<file path="config.mk">
export PLATFORM = sky130hd
export DESIGN_NAME = evmon_bank
export DESIGN_NICKNAME = d
export VERILOG_FILES = /design/src/rtl/evmon_pkg.sv /design/src/rtl/evmon_ctr.sv /design/src/rtl/evmon_stat.sv /design/src/rtl/evmon_regif.sv /design/src/rtl/evmon_bank.sv
export SDC_FILE = /design/constraint.sdc
export NUM_CORES = 1
export LEC_CHECK = 0
export BUFFER_PORTS_ARGS = -buffer_cell sky130_fd_sc_hd__buf_2
export CAP_MARGIN = 20
export CORE_MARGIN = 2
export CORE_UTILIZATION = 48
export CTS_CLUSTER_SIZE = 30
export DETAILED_ROUTE_END_ITERATION = 10
export GPL_ROUTABILITY_DRIVEN = 0
export PLACE_DENSITY = 0.65
export SYNTH_ARGS = -nofsm -noshare
export SYNTH_HDL_FRONTEND = slang
export SYNTH_HIERARCHICAL = 1
export SYNTH_SLANG_ARGS = --single-unit
</file>
<file path="constraint.sdc">
create_clock -name clk -period 3.4 [get_ports clk]
set_clock_uncertainty 0.15 [all_clocks]
set_input_delay 0.51 -clock clk [delete_from_list [all_inputs] [get_ports clk]]
set_output_delay 0.51 -clock clk [all_outputs]
set_load 0.05 [all_outputs]
</file>
<file path="src/rtl/evmon_pkg.sv">
package evmon_pkg;
  // per-counter control field, bit 1 = interrupt enable, bit 0 = count enable
  typedef struct packed {
    logic pmi_en;
    logic en;
  } ctl_t;
  localparam int CTL_W = 2;
endpackage

</file>
<file path="src/rtl/evmon_ctr.sv">
module evmon_ctr
  import evmon_pkg::*;
#(
  parameter int CTR_W   = 48,
  parameter int INC_W   = 3,
  parameter int MAX_INC = 5
) (
  input  logic             clk,
  input  logic             rst_n,
  input  logic             run_i,
  input  logic             ctr_wr_i,
  input  logic             ctl_wr_i,
  input  logic [CTR_W-1:0] wdata_i,
  input  logic [INC_W-1:0] inc_i,
  output logic [CTR_W-1:0] cnt_o,
  output ctl_t             ctl_o,
  output logic             wrap_o
);
  localparam int SUM_W = CTR_W + 1;

  logic [INC_W-1:0] inc_eff;
  logic [SUM_W-1:0] sum;
  logic             active;

  always_comb begin
    inc_eff = (inc_i > INC_W'(MAX_INC)) ? INC_W'(MAX_INC) : inc_i;
    sum     = {1'b0, cnt_o} + {{(SUM_W-INC_W){1'b0}}, inc_eff};
    active  = run_i & ctl_o.en & ~ctr_wr_i;
    wrap_o  = active & sum[CTR_W];
  end

  always_ff @(posedge clk) begin
    if (!rst_n) begin
      cnt_o <= '0;
      ctl_o <= '0;
    end else begin
      if (ctr_wr_i)    cnt_o <= wdata_i;
      else if (active) cnt_o <= sum[CTR_W-1:0];
      if (ctl_wr_i)    ctl_o <= ctl_t'(wdata_i[CTL_W-1:0]);
    end
  end


  hold_when_idle_chk: assert property (@(posedge clk) disable iff (!rst_n)
    (!ctr_wr_i && !(run_i && ctl_o.en)) |=> $stable(cnt_o));

  preload_chk: assert property (@(posedge clk) disable iff (!rst_n)
    ctr_wr_i |=> (cnt_o == $past(wdata_i)));

  inc_bound_chk: assert property (@(posedge clk) disable iff (!rst_n)
    !ctr_wr_i |=> (CTR_W'(cnt_o - $past(cnt_o)) <= CTR_W'(MAX_INC)));
endmodule

</file>
<file path="src/rtl/evmon_stat.sv">
module evmon_stat #(
  parameter int NUM_CTR = 6
) (
  input  logic               clk,
  input  logic               rst_n,
  input  logic [NUM_CTR-1:0] wrap_i,
  input  logic               clr_we_i,
  input  logic [NUM_CTR-1:0] clr_mask_i,
  input  logic [NUM_CTR-1:0] pmi_i,
  input  logic               glb_en_i,
  output logic [NUM_CTR-1:0] status_o,
  output logic               frozen_o,
  output logic               ovf_o,
  output logic               irq_o
);
  logic [NUM_CTR-1:0] clr_eff;
  logic [NUM_CTR-1:0] status_d;
  logic               frozen_d;

  always_comb begin
    clr_eff  = clr_we_i ? clr_mask_i : '0;
    // a new wrap beats a clear of the same bit
    status_d = (status_o & ~clr_eff) | wrap_i;
    frozen_d = frozen_o;
    if (|wrap_i)                             frozen_d = 1'b1;
    else if ((status_o == '0) && !glb_en_i)  frozen_d = 1'b0;
  end

  always_ff @(posedge clk) begin
    if (!rst_n) begin
      status_o <= '0;
      frozen_o <= 1'b0;
    end else begin
      status_o <= status_d;
      frozen_o <= frozen_d;
    end
  end

  assign ovf_o = |status_o;
  assign irq_o = |(status_o & pmi_i);

  for (genvar k = 0; k < NUM_CTR; k++) begin : g_chk

    sticky_bit_chk: assert property (@(posedge clk) disable iff (!rst_n)
      (status_o[k] && !(clr_we_i && clr_mask_i[k])) |=> status_o[k]);

    set_wins_chk: assert property (@(posedge clk) disable iff (!rst_n)
      wrap_i[k] |=> status_o[k]);
  end
endmodule

</file>
<file path="src/rtl/evmon_regif.sv">
module evmon_regif
  import evmon_pkg::*;
#(
  parameter int NUM_CTR = 6,
  parameter int CTR_W   = 48,
  parameter int ADDR_W  = 4
) (
  input  logic                          clk,
  input  logic                          rst_n,
  input  logic                          reg_wr_i,
  input  logic                          reg_rd_i,
  input  logic [ADDR_W-1:0]             reg_addr_i,
  input  logic [NUM_CTR-1:0][CTR_W-1:0] cnt_i,
  input  ctl_t [NUM_CTR-1:0]            ctl_i,
  input  logic [NUM_CTR-1:0]            status_i,
  output logic [NUM_CTR-1:0]            ctr_wr_o,
  output logic [NUM_CTR-1:0]            ctl_wr_o,
  output logic                          clr_we_o,
  output logic [CTR_W-1:0]              rdata_o
);
  localparam int CTL_BASE  = NUM_CTR;
  localparam int STAT_ADDR = 2 * NUM_CTR;
  localparam int CLR_ADDR  = 2 * NUM_CTR + 1;

  logic [CTR_W-1:0] rd_d;

  for (genvar i = 0; i < NUM_CTR; i++) begin : g_dec
    assign ctr_wr_o[i] = reg_wr_i && (reg_addr_i == ADDR_W'(i));
    assign ctl_wr_o[i] = reg_wr_i && (reg_addr_i == ADDR_W'(CTL_BASE + i));
  end
  assign clr_we_o = reg_wr_i && (reg_addr_i == ADDR_W'(CLR_ADDR));

  always_comb begin
    rd_d = '0;
    for (int i = 0; i < NUM_CTR; i++) begin
      if (reg_addr_i == ADDR_W'(i))            rd_d = cnt_i[i];
      if (reg_addr_i == ADDR_W'(CTL_BASE + i)) rd_d = {{(CTR_W-CTL_W){1'b0}}, ctl_i[i]};
    end
    if (reg_addr_i == ADDR_W'(STAT_ADDR)) rd_d = {{(CTR_W-NUM_CTR){1'b0}}, status_i};
  end

  always_ff @(posedge clk) begin
    if (!rst_n)        rdata_o <= '0;
    else if (reg_rd_i) rdata_o <= rd_d;
  end
endmodule

</file>
<file path="src/rtl/evmon_bank.sv">
module evmon_bank
  import evmon_pkg::*;
#(
  parameter int NUM_CTR = 6,
  parameter int CTR_W   = 48,
  parameter int INC_W   = 3,
  parameter int MAX_INC = 5,
  parameter int ADDR_W  = $clog2(2 * NUM_CTR + 2)
) (
  input  logic                     clk,
  input  logic                     rst_n,
  input  logic                     glb_en,
  input  logic                     freeze_in,
  input  logic [NUM_CTR*INC_W-1:0] event_inc,
  input  logic                     reg_wr,
  input  logic                     reg_rd,
  input  logic [ADDR_W-1:0]        reg_addr,
  input  logic [CTR_W-1:0]         reg_wdata,
  output logic [CTR_W-1:0]         reg_rdata,
  output logic                     ovf_out,
  output logic                     irq_out
);
  logic [NUM_CTR-1:0][CTR_W-1:0] cnt;
  ctl_t [NUM_CTR-1:0]            ctl;
  logic [NUM_CTR-1:0]            pmi;
  logic [NUM_CTR-1:0]            wrap;
  logic [NUM_CTR-1:0]            status;
  logic [NUM_CTR-1:0]            ctr_wr;
  logic [NUM_CTR-1:0]            ctl_wr;
  logic                          clr_we;
  logic                          frozen;
  logic                          run;

  assign run = glb_en & ~freeze_in & ~frozen;

  for (genvar i = 0; i < NUM_CTR; i++) begin : g_ctr
    evmon_ctr #(
      .CTR_W  (CTR_W),
      .INC_W  (INC_W),
      .MAX_INC(MAX_INC)
    ) u_ctr (
      .clk     (clk),
      .rst_n   (rst_n),
      .run_i   (run),
      .ctr_wr_i(ctr_wr[i]),
      .ctl_wr_i(ctl_wr[i]),
      .wdata_i (reg_wdata),
      .inc_i   (event_inc[i*INC_W +: INC_W]),
      .cnt_o   (cnt[i]),
      .ctl_o   (ctl[i]),
      .wrap_o  (wrap[i])
    );
    assign pmi[i] = ctl[i].pmi_en;
  end

  evmon_stat #(.NUM_CTR(NUM_CTR)) u_stat (
    .clk       (clk),
    .rst_n     (rst_n),
    .wrap_i    (wrap),
    .clr_we_i  (clr_we),
    .clr_mask_i(reg_wdata[NUM_CTR-1:0]),
    .pmi_i     (pmi),
    .glb_en_i  (glb_en),
    .status_o  (status),
    .frozen_o  (frozen),
    .ovf_o     (ovf_out),
    .irq_o     (irq_out)
  );

  evmon_regif #(
    .NUM_CTR(NUM_CTR),
    .CTR_W  (CTR_W),
    .ADDR_W (ADDR_W)
  ) u_regif (
    .clk       (clk),
    .rst_n     (rst_n),
    .reg_wr_i  (reg_wr),
    .reg_rd_i  (reg_rd),
    .reg_addr_i(reg_addr),
    .cnt_i     (cnt),
    .ctl_i     (ctl),
    .status_i  (status),
    .ctr_wr_o  (ctr_wr),
    .ctl_wr_o  (ctl_wr),
    .clr_we_o  (clr_we),
    .rdata_o   (reg_rdata)
  );


  halt_after_wrap_chk: assert property (@(posedge clk) disable iff (!rst_n)
    ((|wrap) && !reg_wr) |=> (wrap == '0));
endmodule

</file>
## Word level (Yosys, flattened, before mapping)

Index checks and enable logic that the tools add are counted.

| cells by class | value |
|---|---|
| multiplexer cells | 34 |
| equal/unequal tests | 13 |
| div/mod/pow operators | 0 |
| reduce and logical (&&, ||, !) cells | 27 |
| add/subtract/negate cells | 6 |
| $lt $le $gt $ge | 6 |
| multipliers | 0 |
| shifts and indexed selects | 0 |
| bitwise operators | 32 |

Operators by type and width:

| operator | number |
|---|---|
| 48-bit two-way mux | 25 |
| 48-bit by 3-bit adder with 49-bit output | 6 |
| 4-bit == test (second input constant) | 6 |
| 1-bit bitwise AND | 20 |
| 3-bit > comparator (second input constant) | 6 |
| 3-bit two-way mux | 6 |
| 6-bit OR reduction | 3 |
| 4-bit by 3-bit == test with 1-bit output (second input constant) | 4 |
| 1-bit logical AND | 14 |
| 2-bit nonzero test | 7 |
| 6-bit bitwise AND | 2 |
| 4-bit by 2-bit == test with 1-bit output (second input constant) | 2 |
| 1-bit inverter | 8 |
| 6-bit zero test | 1 |
| 6-bit two-way mux | 1 |
| 6-bit inverter | 1 |
| 6-bit bitwise OR | 1 |
| 4-bit by 1-bit == test with 1-bit output (second input constant) | 1 |
| 4-bit zero test | 1 |
| 1-bit two-way mux | 2 |
| 1-bit zero test | 1 |

| storage, ports and cells | value |
|---|---|
| memories | 0 |
| memory bits (read-only) | 0 |
| input port bits | 76 |
| word-level logic and storage cells | 139 |
| bits in registers | 355 |
| latch bits | 0 |
| RAM bits | 0 |

## Longest topological paths before layout

Gate-level depths: netlist of the first run.

| depth | value |
|---|---|
| word-level depth | 14 |
| mapped depth | 12 |
| gate-level depth less buffers | 9 |

## By module

Netlist of the first run, hierarchy kept.

By module, submodules not included:

| module | sequential area each (µm²) | cells an instance | area an instance (µm²) | instances |
|---|---|---|---|---|
| evmon_ctr | 1001.0 | 352 | 2837.7 | 6 |
| evmon_regif | 960.9 | 473 | 3819.9 | 1 |
| evmon_stat | 140.1 | 36 | 292.8 | 1 |
| evmon_bank | 0.0 | 1 | 12.5 | 1 |

## Worst setup path before layout of the first run

Ideal clock, no wire load.

| path | value |
|---|---|
| path kind | input-to-reg |
| start | in freeze_in |
| end | reg u_stat.frozen_o |
| slack | 174 ps |
| stages on the path | 8 |
| path buffers | 1 |
| arrival | 3001 ps |
| path through | nor3b_2 nand2_1 or4_1 buf_6 or4_4 nor4b_2 nor2_1 a31oi_1 |

| on the way | value |
|---|---|
| word-level cells in the longest chain between the ends | 8 |
| elaborated cells between the ends (all ways) | 24 |
| classes of those cells | 1 x mux; 21 x bitwise; 2 x reduce/logical |

RTL lines:

| item | line | RTL |
|---|---|---|
| from (decl) | evmon_bank.sv:13 | `input logic freeze_in,` |
| 1-bit inverter * | evmon_bank.sv:34 | `assign run = glb_en & ~freeze_in & ~frozen;` |
| 1-bit bitwise AND * (2 in a row) | evmon_bank.sv:34 |  |
| 1-bit bitwise AND * (2 in a row) | evmon_ctr.sv:28 | `active = run_i & ctl_o.en & ~ctr_wr_i;` |
| 1-bit bitwise AND * | evmon_ctr.sv:29 | `wrap_o = active & sum[CTR_W];` |
| net wrap[4] | evmon_bank.sv:26 | `logic [NUM_CTR-1:0] wrap;` |
| 6-bit OR reduction * | evmon_stat.sv:25 | `if (\|wrap_i) frozen_d = 1'b1;` |
| 1-bit two-way mux or 2-bit nonzero test (tied branches) | - |  |
| to (signal assigned) | evmon_stat.sv:35 | `frozen_o <= frozen_d;` |
| to (decl) | evmon_stat.sv:12 | `output logic frozen_o,` |

Mark *: on every way through the listed nets, which the timed path passes. The rest lies on a longest branch.
A chain may end at the register's enable or synchronous reset.

## Worst setup path in the final report of the first run

| path | value |
|---|---|
| start | reg g_ctr[1].u_ctr.cnt_o[0] |
| end | reg u_stat.frozen_o |

| on the way | value |
|---|---|
| word-level cells in the longest chain between the ends | 4 |
| elaborated cells between the ends (all ways) | 5 |
| classes of those cells | 1 x add/sub; 1 x mux; 1 x bitwise; 2 x reduce/logical |

RTL lines:

| item | line | RTL |
|---|---|---|
| from (decl) | evmon_ctr.sv:15 | `output logic [CTR_W-1:0] cnt_o,` |
| from (signal assigned) | evmon_ctr.sv:37 | `if (ctr_wr_i) cnt_o <= wdata_i;` |
| from (signal assigned) | evmon_ctr.sv:38 | `else if (active) cnt_o <= sum[CTR_W-1:0];` |
| 48-bit by 3-bit adder with 49-bit output * | evmon_ctr.sv:27 | `sum = {1'b0, cnt_o} + {{(SUM_W-INC_W){1'b0}}, inc_eff};` |
| 1-bit bitwise AND * | evmon_ctr.sv:29 |  |
| net wrap[1] | evmon_bank.sv:26 |  |
| 6-bit OR reduction * | evmon_stat.sv:25 |  |
| 1-bit two-way mux or 2-bit nonzero test (tied branches) | - |  |

Marks and branches as above.

==> results of run 1 <==
-- flip-flops by register name (all words and copies together) (netlist names) --
signal             cells
g_ctr.u_ctr/cnt_o    288
g_ctr.u_ctr/ctl_o     12
u_regif/rdata_o       48
u_stat/frozen_o        1
u_stat/status_o        6
-- critical path, cell delays in order, from the launching register on --
cell	delay, ns
dfxtp_1	0.46
ha_1	0.24
fa_1	0.23
a21oi_1	0.13
or4_1	0.60
or4_4	0.58
nor4b_2	0.35
nor4_1	0.11
a31oi_1	0.15
-- final cells by class --
cell class                      count  area share, %
Timing Repair Buffer              202           5.58
Antenna cell                        1         0.0106
Sequential cell                   355           30.0
Multi-Input combinational cell   2002           54.4
Clock inverter                     11          0.813
Tap cell                          585           3.09
Inverter                           56          0.887
Clock buffer                       61           5.21
-- cells in the mapped netlist (9+ instances only) --
master    count
a31oi_1      46
nor4_1       43
a21o_1       12
xor2_1       36
dfxtp_1     355
nor2b_1      54
inv_1        50
buf_2        55
nand3_1      94
clkbuf_1    128
nand2_1     151
xnor2_1     193
ha_1         18
o21ai_0     220
a21oi_1     222
or4_1        31
a22oi_1     141
buf_6        11
nor4_2       18
a211oi_1     74
nand4_1      36
or3_1        13
or2_2        12
and4_1       78
nor2_1      149
o21a_1       45
mux2i_1      37
nand4_2      12
nor3_1      150
buf_4         9
o211ai_1     14
and2_1       18
-- worst max path at each step --
stage,start,to,slack (ns),cells after the start
after floorplan,freeze_in,u_stat/frozen_o,0.17,8
after global placement,event_inc[2],u_stat/frozen_o,0.14,10
after detailed placement,event_inc[2],u_stat/frozen_o,0.07,9
after CTS,g_ctr[1].u_ctr/cnt_o[0],u_stat/frozen_o,0.39,8
after global routing,g_ctr[1].u_ctr/cnt_o[0],u_stat/frozen_o,0.17,8
final,g_ctr[1].u_ctr/cnt_o[0],u_stat/frozen_o,0.32,8
-- where the power goes --
part	switching (mW)	leakage [nW]	total, mW	internal [mW]
Sequential	0.106	2.87	4.34	4.24
Combinational	0.460	3.94	0.682	0.222
Clock	1.90	0.693	4.79	2.89
-- stage by stage --
step / hold slack, ns / instance area (µm²) / worst slack, ns
final: 0.141 / 23700 / 0.318
after global routing: 0.141 / 23700 / 0.170
after CTS: 0.111 / 23700 / 0.387
after detailed placement: 0.308 / 22300 / 0.0681
after global placement: 0.297 / 22300 / 0.145
after floorplan: 0.322 / 21200 / 0.174
-- kinds of logic (layout without fill, tap and decap cells) --
logic type      Yosys count  in the layout  share of synthesized area, %
simple gates            905            905                          24.5
fa+ha+maj                24             24                          1.63
other cells               0              1                             0
mux                      40             40                          1.91
compound gates          804            804                          23.3
buf+inv                 265            330                          5.58
flops                   355            355                          33.6
xor+xnor                229            229                          9.48
-- layer usage --
| metal | vias to the layer above | track usage [%] | share of wire (%) |
|---|---|---|---|
| li1 | 9753 | - | - |
| met1 | 10200 | 43.6 | 41 |
| met2 | 1103 | 51.7 | 45 |
| met3 | 204 | 6.26 | 9.5 |
| met4 | 0 | 13.6 | 4.2 |
| met5 | - | 0 | 0 |
==> qor.yml, run 1 <==
run_status:
  status: "complete, no violations"
power:
  ir_drop_v: 0.000303
  p_per_area_mw_per_mm2: 414
  power.total_mw: 9.81
  p_leak_nw: 7.50
clocking:
  cts_resized: 0
  post_cts_buffers: 0
  cts_max_level: 2
  clockRootBuffer: "clkbuf_16"
  clk_path_buf_depth: 3
  cts_made_buffers: 41
  cts_tree: "done"
  insertion_delay_ns: 0.59
  clock-sinks: 355
  path_clk_slew_ns: 0.06
  hold_buffers: 0
timing:
  finalSetupViolCount: 0
  fmax_mhz: 324
  tightest_slew_ns: 1.11
  slew_headroom_pct: 25.5
  fin_crit_sh_pct: 90.6
  rsz0062_at_grt: "false"
  period_minus_slack_ns: 3.08
  tns_ns: 0
  hold_viol: 0
  drv_slew: 0
die:
  coreArea_mm2: 0.0433
  die_x_um: 214
  die_y_um: 214
  top_level_ports: 126
  die_area_mm2: 0.0458
  std_cell_rows: 76
  start_util_pct: 48.9
drt:
  vias_per_cell: 6.50
  ant_nets: 0
  via_count: 21300
  drc: 0
  drt_iter0_markers: 2403
  dr.pass1.iters: 6
  post_drt_wl_per_cell_um: 23.5
  wirelength_mm: 77.0
worst_setup_path:
  crit_required_ns: 3.76
  critPathMaxFanout: 3
  start_kind: "flop"
  r2r_slack_ns: 0.32
  arrival_ns: 3.44
  r2r_cells: 8
  end_kind: "flop"
  rr_startpoint: "g_ctr[1].u_ctr/cnt_o[0]"
  rr_endpoint: "u_stat/frozen_o"
  crit_type: "flop to flop"
synth:
  synth.avg_cell_area_um2: 8.07
  synth_nets: 2722
  synth_top_area_share_pct: 33.6
  async_flop_share_pct: 0
  synth_flop_cell: "dfxtp_1"
  synth-edff-count: 0
  synth_area_leaders: "dfxtp_1 (34%), xnor2_1 (8.0%), a21oi_1 (5.3%)"
  synth_top_area_cell: "dfxtp_1"
  yosysWarnings: 6
  netlist_instances: 2622
  yosysUniqueCellTypes: 61
  ys_seq_area_share_pct: 33.6
  synth.cell_area_mm2: 0.0212
  ys_ff_latch: 355
global_route:
  overflow: 0
  antenna_found_initial: 2
  first_global_vias: 19800
  grt_usage_pct: 32.7
  grt_pass1_wl_mm: 119
  grt_max_degree: 105
place:
  dp_hpwl_mm: 55.0
  place_inst: 3200
  portBuffers: 125
finish:
  final_core_util_pct: 54.8
  final_common_cell: "dfxtp_1"
  multi_input_area_mm2: 0.0129
  drive_above_1_share_pct: 12.8
  final_cells: 3273
  regArea_mm2: 0.00711
  syn2layout_area_growth_pct: 12.0
  fillers: 4033
  nNetsFinal: 2758
  final_cell_mix: "dfxtp_1 (355), a21oi_1 (222), o21ai_0 (220), xnor2_1 (193), nand2_1 (151)"
hold_path:
  min_path_type: "input pin to flop"
  hold_end: "g_ctr[4].u_ctr/cnt_o[8]"
  min_from: "reg_wdata[8]"
  hold_path_depth: 2
job:
  cap_violations: 0
Power figures use the tool's default switching activity.
==> run 2: changes to the inputs <==
CORE_ASPECT_RATIO = 0.75   (was unset)
GPL_ROUTABILITY_DRIVEN = unset   (was 0)
==> qor.yml, run 2 (same netlist as run 1, synthesis figures left out) <==
run_status:
  status: "complete, no violations"  # unchanged
timing:
  tightest_slew_ns: 0.794  # was 1.11 ns
  whs_ns: 0.167  # was 0.141 ns
  fmax_mhz: 319  # was 324 MHz
  tns_ns: 0  # unchanged
  drv_slew: 0  # unchanged
  rsz0062_at_grt: "false"  # unchanged
  fin_crit_sh_pct: 92.3  # was 90.6%
  period_minus_slack_ns: 3.14  # was 3.08 ns
  setup_slack_ns: 0.260  # was 0.318 ns
  finalSetupViolCount: 0  # unchanged
  hold_viol: 0  # unchanged
  slew_headroom_pct: 47.1  # was 25.5%
worst_setup_path:
  critPathMaxFanout: 3  # unchanged
  crit_buf_inv: 0  # unchanged
  cp_slowest_cell: "or4_4"  # was or4_1
  r2r_slack_ns: 0.26  # was 0.32 ns
  worst_path_largest_cell_delay_ns: 0.57  # was 0.60 ns
  end_kind: "flop"  # unchanged
  start_kind: "flop"  # unchanged
  rr_endpoint: "u_stat/frozen_o"  # unchanged
  crit_cells: 8  # unchanged
  cp-endpoint: "u_stat/frozen_o"  # unchanged
  crit_family: "simple AND/OR/NAND/NOR gates"  # unchanged
  crit_required_ns: 3.71  # was 3.76 ns
  rr_startpoint: "g_ctr[1].u_ctr/cnt_o[0]"  # unchanged
  r2r_cells: 8  # unchanged
  startpoint: "g_ctr[1].u_ctr/cnt_o[0]"  # unchanged
  arrival_ns: 3.45  # was 3.44 ns
  crit_path_cell_trace: "ha_1, fa_1, a21oi_1, or4_1, or4_4, nor4b_2, nor4_1, a31oi_1"  # unchanged
  crit_type: "flop to flop"  # unchanged
clocking:
  cts_tree: "done"  # unchanged
  cts_made_buffers: 39  # was 41
  insertion_delay_ns: 0.55  # was 0.59 ns
  cts_max_level: 2  # unchanged
  path_clk_slew_ns: 0.06  # about the same
  clock-sinks: 355  # unchanged
  post_cts_buffers: 0  # unchanged
  hold_buffers: 0  # unchanged
  clockRootBuffer: "clkbuf_16"  # unchanged
  clk_path_buf_depth: 3  # unchanged
  cts_resized: 0  # unchanged
place:
  gpl.final_weighted_congestion: 0.948
  placed_area_mm2: 0.0222  # was 0.0223 mm²
  pre_cts_ws_ns: 0.0232  # was 0.0681 ns
  portBuffers: 125  # unchanged
  dp_hpwl_mm: 55.0  # about the same
hold_path:
  min_from: "rst_n"  # was reg_wdata[8]
  min_path_type: "input pin to flop"  # unchanged
  hold_path_depth: 2  # unchanged
drt:
  drc: 0  # unchanged
  dr.pass1.iters: 6  # unchanged
  post_drt_wl_per_cell_um: 23.3  # was 23.5 µm
  via_count: 21100  # was 21,300
  vias_per_cell: 6.46  # was 6.50
  ant_nets: 0  # unchanged
  drt_iter0_markers: 2873  # was 2,403
  wirelength_mm: 75.9  # was 77.0 mm
die:
  die_area_mm2: 0.0458  # about the same
  die_y_um: 186  # was 214 µm
  start_util_pct: 48.7  # was 48.9%
  die_x_um: 246  # was 214 µm
  std_cell_rows: 66  # was 76
  coreArea_mm2: 0.0434  # was 0.0433 mm²
  top_level_ports: 126  # unchanged
global_route:
  overflow: 0  # unchanged
  grt_pass1_wl_mm: 115  # was 119 mm
  grt_usage_pct: 32.6  # was 32.7%
  first_global_vias: 19000  # was 19,800
  antenna_found_initial: 2  # unchanged
  grt_max_degree: 178  # was 105
finish:
  largest_register: "g_ctr.u_ctr/cnt_o"  # unchanged
  final_cell_mix: "dfxtp_1 (355), a21oi_1 (222), o21ai_0 (220), xnor2_1 (193), nand2_1 (151)"  # unchanged
  top_regs: "g_ctr.u_ctr/cnt_o (288), u_regif/rdata_o (48), g_ctr.u_ctr/ctl_o (12)"  # unchanged
  final_core_util_pct: 54.1  # was 54.8%
  drive_above_1_share_pct: 12.8  # about the same
  final_common_cell: "dfxtp_1"  # unchanged
  nNetsFinal: 2759  # was 2,758
  fillers: 4051  # was 4,033
  largest_reg_flops: 288  # unchanged
  final_area_mm2: 0.0235  # was 0.0237 mm²
  syn2layout_area_growth_pct: 11.0  # was 12.0%
power:
  ir_drop_v: 0.000293  # was 0.000303 V
  p_per_area_mw_per_mm2: 394  # was 414 mW/mm²
  p_leak_nw: 7.43  # was 7.50 nW
job:
  cap_violations: 0  # unchanged
==> run 2: changes by cell type in the layout (fill, tap and decap cells not counted), sizes merged <==
cell / before / now
clkinv: 2 / 8
bufinv: 5 / 1
buf: 202 / 205
clkbuf: 61 / 57
clkinvlp: 2 / 0
inv: 58 / 56
==> run 2: layer usage <==
metal | routed length [µm] | part of all wire [%] | up-vias | GRT usage, %
li1 | - | - | 9731 | -
met1 | 33900 | 45 | 10100 | 48.6
met2 | 31200 | 41 | 1162 | 47.4
met3 | 9400 | 12 | 117 | 6.96
met4 | 1450 | 1.9 | 0 | 7.61
met5 | 0 | 0 | - | 0.218
==> run 2: per-stage QoR <==
stage | total power [mW] | instances
3_5_place_dp | 5.10 | 3196
5_1_grt | 9.56 | 3262
3_3_place_gp | 5.09 | 3196
2_1_floorplan | 4.81 | 2622
6_report | 9.26 | 3263
4_1_cts | 9.29 | 3262
==> run 2: layout make-up <==
class                           count  area (µm²)  share of cell area, %
Multi-Input combinational cell   2002       12900                   54.9
Sequential cell                   355        7110                   30.3
Timing Repair Buffer              205        1310                   5.57
Clock buffer                       57        1170                   4.97
Tap cell                          578         723                   3.08
Inverter                           56         210                  0.895
Clock inverter                      9        70.1                  0.298
Antenna cell                        1        2.50                 0.0107
==> run 2: worst register-to-register path: stages (launching register included) <==
cell	delay, ns
dfxtp_1	0.47
ha_1	0.24
fa_1	0.23
a21oi_1	0.12
or4_1	0.56
or4_4	0.57
nor4b_2	0.44
nor4_1	0.11
a31oi_1	0.17
==> run 2: worst min path at each step <==
stage | endpoint | slack [ns]
final | u_regif/rdata_o[44] | 0.17
after CTS | u_regif/rdata_o[3] | 0.15
after global placement | u_regif/rdata_o[0] | 0.29
after global routing | u_regif/rdata_o[44] | 0.15
after floorplan | u_stat/frozen_o | 0.32
after detailed placement | u_regif/rdata_o[0] | 0.30
==> run 2: where the power goes <==
group          switching, mW  internal, mW
Clock                   1.79          2.44
Combinational          0.467         0.222
Sequential             0.110          4.24
Total                   2.36          6.90
